$ cat config.mk
export PLATFORM = sky130hd
export DESIGN_NAME = hct_transposer
export DESIGN_NICKNAME = d
export VERILOG_FILES = /design/src/rtl/hct_pkg.sv /design/src/rtl/hct_ctrl.sv /design/src/rtl/hct_pe.sv /design/src/rtl/hct_transposer.sv
export SDC_FILE = /design/constraint.sdc
export NUM_CORES = 1
export LEC_CHECK = 0
export BUFFER_PORTS_ARGS = -buffer_cell sky130_fd_sc_hd__buf_2
export CAP_MARGIN = 20
export CORE_MARGIN = 5
export CORE_UTILIZATION = 34
export CTS_BUF_LIST = sky130_fd_sc_hd__clkbuf_4 sky130_fd_sc_hd__clkbuf_8 sky130_fd_sc_hd__clkbuf_16
export DETAILED_ROUTE_END_ITERATION = 10
export GPL_TIMING_DRIVEN = 0
export SLEW_MARGIN = 20
export SYNTH_ARGS = -nofsm -noshare
export SYNTH_HDL_FRONTEND = slang
export SYNTH_SLANG_ARGS = --single-unit
$ cat constraint.sdc
create_clock -name clk -period 5.8 [get_ports clk]
set_clock_uncertainty 0.1 [all_clocks]
set_input_delay 1.16 -clock clk [delete_from_list [all_inputs] [get_ports clk]]
set_output_delay 1.16 -clock clk [all_outputs]
set_load 0.1 [all_outputs]
$ cat src/rtl/hct_pkg.sv
package hct_pkg;
    typedef enum logic [1:0] {
        ST_IDLE   = 2'd0,
        ST_SEND   = 2'd1,
        ST_RETURN = 2'd2,
        ST_FIN    = 2'd3
    } hct_state_e;
endpackage

$ cat src/rtl/hct_ctrl.sv
module hct_ctrl
    import hct_pkg::*;
#(
    parameter int Q  = 2,
    parameter int MW = $clog2(2*Q)
) (
    input  logic          clk,
    input  logic          rst_n,
    input  logic          load,
    input  logic          start,
    output logic          step_send,
    output logic          step_return,
    output logic [MW-1:0] m_idx,
    output logic          busy,
    output logic          done
);
    localparam logic [MW-1:0] M_TOP = MW'(2*Q-1);
    localparam logic [MW-1:0] M_BOT = MW'(Q);

    hct_state_e    st_q, st_d;
    logic [MW-1:0] m_q, m_d;

    // state register
    always_ff @(posedge clk) begin
        if (!rst_n) begin
            st_q <= ST_IDLE;
            m_q  <= M_TOP;
        end else begin
            st_q <= st_d;
            m_q  <= m_d;
        end
    end

    // next state
    always_comb begin
        st_d = st_q;
        m_d  = m_q;
        if (load) begin
            st_d = ST_IDLE;
            m_d  = M_TOP;
        end else begin
            unique case (st_q)
                ST_IDLE, ST_FIN: begin
                    if (start) begin
                        st_d = ST_SEND;
                        m_d  = M_TOP;
                    end
                end
                ST_SEND:   st_d = ST_RETURN;
                ST_RETURN: begin
                    if (m_q == M_BOT) begin
                        st_d = ST_FIN;
                    end else begin
                        st_d = ST_SEND;
                        m_d  = m_q - MW'(1);
                    end
                end
                default:   st_d = ST_IDLE;
            endcase
        end
    end

    // outputs
    always_comb begin
        step_send   = 1'b0;
        step_return = 1'b0;
        busy        = 1'b0;
        done        = 1'b0;
        unique case (st_q)
            ST_IDLE:   ;
            ST_SEND:   begin step_send   = 1'b1; busy = 1'b1; end
            ST_RETURN: begin step_return = 1'b1; busy = 1'b1; end
            ST_FIN:    done = 1'b1;
            default:   ;
        endcase
    end
    assign m_idx = m_q;

    p_busy_done_excl_r2: assert property (@(posedge clk) disable iff (!rst_n)
        !(busy && done));
    p_start_takes_r2: assert property (@(posedge clk) disable iff (!rst_n)
        (!busy && start && !load) |=> busy);
    p_send_then_return_r4: assert property (@(posedge clk) disable iff (!rst_n)
        (step_send && !load) |=> (step_return && $stable(m_idx)));
    p_m_range_r4: assert property (@(posedge clk) disable iff (!rst_n)
        busy |-> (m_idx >= M_BOT && m_idx <= M_TOP));
    p_busy_start_ignored_r7: assert property (@(posedge clk) disable iff (!rst_n)
        (step_send && start && !load) |=> step_return);
    p_load_abort_r8: assert property (@(posedge clk) disable iff (!rst_n)
        load |=> (!busy && !done));
endmodule

$ cat src/rtl/hct_pe.sv
module hct_pe #(
    parameter int Q   = 2,
    parameter int W   = 8,
    parameter int IDX = 0,
    parameter int MW  = $clog2(2*Q)
) (
    input  logic          clk,
    input  logic          rst_n,
    input  logic          load,
    input  logic [W-1:0]  load_val,
    input  logic          step_send,
    input  logic          step_return,
    input  logic [MW-1:0] m_idx,
    input  logic [W-1:0]  nb_a,
    input  logic [W-1:0]  nb_b,
    output logic [W-1:0]  a_out,
    output logic [W-1:0]  b_out
);
    localparam int             IW = 2*Q;
    localparam logic [IW-1:0]  ID = IW'(IDX);
    localparam int             ROW = IDX >> Q;
    localparam int             COL = IDX & ((1 << Q) - 1);

    logic [W-1:0] a_q, b_q;
    logic         bit_hi, bit_lo, bits_eq;

    always_comb begin
        bit_hi  = ID[m_idx];
        bit_lo  = ID[m_idx - MW'(Q)];
        bits_eq = (bit_hi == bit_lo);
    end

    always_ff @(posedge clk) begin
        if (!rst_n) begin
            a_q <= '0;
            b_q <= '0;
        end else if (load) begin
            a_q <= load_val;
            b_q <= '0;
        end else if (step_send && bits_eq) begin
            b_q <= nb_a;
        end else if (step_return && !bits_eq) begin
            a_q <= nb_b;
        end
    end

    assign a_out = a_q;
    assign b_out = b_q;

    p_a_hold_r5: assert property (@(posedge clk) disable iff (!rst_n)
        (!load && !step_return) |=> $stable(a_out));
    p_b_hold_r5: assert property (@(posedge clk) disable iff (!rst_n)
        (!load && !step_send) |=> $stable(b_out));

    generate
        if (ROW == COL) begin : g_diag
            p_diag_fixed_r5: assert property (@(posedge clk) disable iff (!rst_n)
                !load |=> $stable(a_out));
        end
    endgenerate
endmodule

$ cat src/rtl/hct_transposer.sv
module hct_transposer #(
    parameter int Q = 2,
    parameter int W = 8
) (
    input  logic                    clk,
    input  logic                    rst_n,
    input  logic                    load,
    input  logic [(1<<(2*Q))*W-1:0] load_data,
    input  logic                    start,
    output logic                    busy,
    output logic                    done,
    output logic [(1<<(2*Q))*W-1:0] rd_data
);
    localparam int NE = 1 << (2*Q);
    localparam int IW = 2*Q;
    localparam int MW = $clog2(2*Q);

    logic          step_send, step_return;
    logic [MW-1:0] m_idx;
    logic [W-1:0]  a_bus [NE];
    logic [W-1:0]  b_bus [NE];

    hct_ctrl #(.Q(Q), .MW(MW)) u_ctrl (
        .clk         (clk),
        .rst_n       (rst_n),
        .load        (load),
        .start       (start),
        .step_send   (step_send),
        .step_return (step_return),
        .m_idx       (m_idx),
        .busy        (busy),
        .done        (done)
    );

    generate
        for (genvar g = 0; g < NE; g++) begin : g_pe
            logic [W-1:0] nb_a, nb_b;

            // select the link across bit m (for A) and bit m-Q (for B)
            always_comb begin
                nb_a = '0;
                nb_b = '0;
                for (int k = Q; k < 2*Q; k++) begin
                    logic [IW-1:0] ia, ib;
                    ia = IW'(g) ^ (IW'(1) << k);
                    ib = IW'(g) ^ (IW'(1) << (k - Q));
                    if (m_idx == MW'(k)) begin
                        nb_a = a_bus[ia];
                        nb_b = b_bus[ib];
                    end
                end
            end

            hct_pe #(.Q(Q), .W(W), .IDX(g), .MW(MW)) u_pe (
                .clk         (clk),
                .rst_n       (rst_n),
                .load        (load),
                .load_val    (load_data[g*W +: W]),
                .step_send   (step_send),
                .step_return (step_return),
                .m_idx       (m_idx),
                .nb_a        (nb_a),
                .nb_b        (nb_b),
                .a_out       (a_bus[g]),
                .b_out       (b_bus[g])
            );

            assign rd_data[g*W +: W] = a_bus[g];
        end
    endgenerate

    p_done_stable_r2: assert property (@(posedge clk) disable iff (!rst_n)
        (done && !load && !start) |=> (done && $stable(rd_data)));
endmodule

==> flow_summary.yaml <==
outcome:
  run_status: "complete, no violations"
setup_path:
  cpMaxStageDelayCell: "buf_2"
  required_ps: 4540
  crit_path_end_kind: "primary output"
  path_cells: "inv_1 -> ha_1 -> inv_1 -> buf_2"
  worstPathMaxFanout: 5
  r2r_slack_ps: 3170
  start_kind: "flop"
  path_common_cell: "inv_1"
  critPathArrivalTime_ps: 1960
  cp_slowest_stage_delay_ps: 440
  criticalPathCategory: "flop to primary output"
global_route:
  grt_usage_pct: 26.9
  gr-total-overflow: 0
  grt_pass1_vias: 12100
  grt_max_degree: 15
  antenna_found_initial: 5
  grt_pass1_wl_mm: 79.4
synth:
  synth_top_family_by_area: "compound AO/OA/AOI/OAI gates"
  synthArstFlopShare_pct: 0
  synth-simple-area-share_pct: 22.5
  synth.cell_area_sq_um: 11900
  synth_edf_count: 0
  synth_flop_cell: "dfxtp_1"
  synth_top_area_share_pct: 41.0
  ys_top_cells_by_area: "dfxtp_1 41%, nand3b_1 7.1%, a311oi_1 7.1%"
  ys_seq_area_share_pct: 41.0
  ys.warnings.count: 0
  synthAdderAreaFrac_pct: 1.15
  synth_area_leader_cell: "dfxtp_1"
  synthCells: 1370
  synth.area.mux_share_pct: 4.80
  synth_compound_area_share_pct: 24.2
  synth_nets: 1513
  synth-xor-area-share_pct: 0.357
  synth-seq-cells: 244
  synth.avg_cell_area_sq_um: 8.70
  synth_cell_types: 46
drt:
  wl_per_cell_um: 25.8
  drc: 0
  drt_iter0_drc: 1200
  drtAntennaViolNets: 0
  routed-via-count: 12500
  dr.pass1.iters: 5
  routed_wirelength_mm: 55.2
  avgViaCountPerCell: 5.85
die:
  die_y_um: 197
  io_pins: 262
  coreArea_sq_um: 34500
  dieArea_sq_um: 38900
  rows: 68
  initial_core_util_pct: 34.5
  die_w_um: 197
layout:
  final_cells: 2138
  antenna_cells: 0
  nFillCells: 3626
  drive_gt1_share_pct: 22.3
  nets: 1805
  mostFrequentLayoutCells: "305 x buf_2, 244 x dfxtp_1, 176 x nand2_1, 131 x a21oi_1, 121 x nor2_1"
  final_common_cell: "buf_2"
  area_delta_synth_final_pct: 24.2
timing:
  fin_setup_tns_ps: 0
  slew_violations: 0
  fin_crit_sh_pct: 55.4
  fmax_mhz: 311
  period_needed_ps: 3220
  worst_pin_slew_ps: 950
  slew_headroom_pct: 36.7
  finalHoldViolations: 0
  setup_viol: 0
  rsz0062_at_grt: "false"
clock_network:
  ctsResizeCount: 0
  postCtsSetupRepairBufs: 0
  clkTransAtPathRegs_ps: 60
  numCtsBuffers: 29
  clockRootBuffer: "clkbuf_16"
  h-tree-depth: 1
  clk_latency_ps: 570
  cts_tree: "done"
  hold_buffers: 0
  cts.sinks: 244
  max-clock-path-buffers: 3
place:
  routabilityCongestion: 0.991
  placed_cells: 2086
  port_buffers: 261
  hpwl_mm: 42.8
min_path:
  hp-class: "flop to flop"
pwr:
  total_power_mw: 4.66
  leakage_nw: 6.04
  powerDensity_nw_per_um2: 315
  vdd_drop_max_v: 0.000223
flow_run:
  cap_violations: 0
synthesized netlist by cell type (all sizes together), types with 11 or more instances:
| cell | n |
|---|---|
| nor2 | 122 |
| nand2 | 176 |
| a211oi | 42 |
| a21oi | 132 |
| ha | 11 |
| a21o | 24 |
| dfxtp | 244 |
| and3 | 16 |
| nand3b | 113 |
| and3b | 56 |
| a22oi | 16 |
| a221o | 16 |
| mux2i | 56 |
| a311oi | 96 |
| clkbuf | 94 |
| buf | 59 |
| a311o | 32 |
metal layers:
layer / track usage [%] / vias up / routed length (um)
li1: - / 5651 / -
met1: 36.2 / 6043 / 23100
met2: 40.6 / 660 / 23800
met3: 8.65 / 136 / 6090
met4: 9.42 / 8 / 2150
met5: 0 / - / 38
sequential cells by signal (all words and copies together) (netlist names):
name             flops
u_ctrl.st_q          2
g_pe.u_pe.a_out    128
g_pe.u_pe.b_out    112
u_ctrl.m_idx         2
worst max-delay path: cells and delay by family (launching register included):
kind | cells | cell delay (ps)
fa+ha+maj | 1 | 350
buf+inv | 3 | 620
flops | 1 | 420
where the power goes:
group | internal (mW) | total [mW] | switching (mW) | leakage (nW)
sequential | 1.75 | 1.84 | 0.0931 | 1.99
clock | 1.18 | 1.96 | 0.780 | 0.493
combinational | 0.188 | 0.868 | 0.680 | 3.55
total | 3.11 | 4.66 | 1.55 | 6.04
cell families (layout without fill, tap and decap cells):
group | after synthesis | after routing
buffers and inverters | 162 | 475
adders and majority gates | 11 | 11
muxes | 57 | 57
and+or+nand+nor | 501 | 501
AOI/OAI and AO/OA | 391 | 391
DFF | 244 | 244
xor gates and xnor gates | 4 | 4
cell type report:
type	instances	area, sq um	area share, %
Inverter	9	33.8	0.228
Sequential cell	244	4880	33.0
Clock inverter	14	188	1.27
Timing Repair Buffer	261	1310	8.82
Multi-Input combinational cell	964	6320	42.7
Buffer	153	683	4.61
Tap cell	455	569	3.84
Clock buffer	38	825	5.57
metrics by stage:
| step | worst slack [ps] | utilization (%) | cell area, sq um | hold WS [ps] |
|---|---|---|---|---|
| detailed placement | 2680 | 39.9 | 13800 | 378 |
| global route | 2480 | 42.9 | 14800 | 405 |
| CTS | 2570 | 42.9 | 14800 | 387 |
| finish | 2580 | 42.9 | 14800 | 382 |
| global placement | 2660 | 39.9 | 13800 | 365 |
| floorplan | 3160 | - | 11900 | 368 |
final timing paths:
kind / from / to / cells past startpoint
worst min register to register: g_pe[7].u_pe.a_out[5] / g_pe[7].u_pe.a_out[5] / 2
worst max-delay path: u_ctrl.st_q[0] / busy / 4
worst max register to register: u_ctrl.m_idx[0] / g_pe[11].u_pe.a_out[0] / 7
worst min-delay path: g_pe[7].u_pe.a_out[5] / g_pe[7].u_pe.a_out[5] / 2
(Power assumes the default switching activity.)
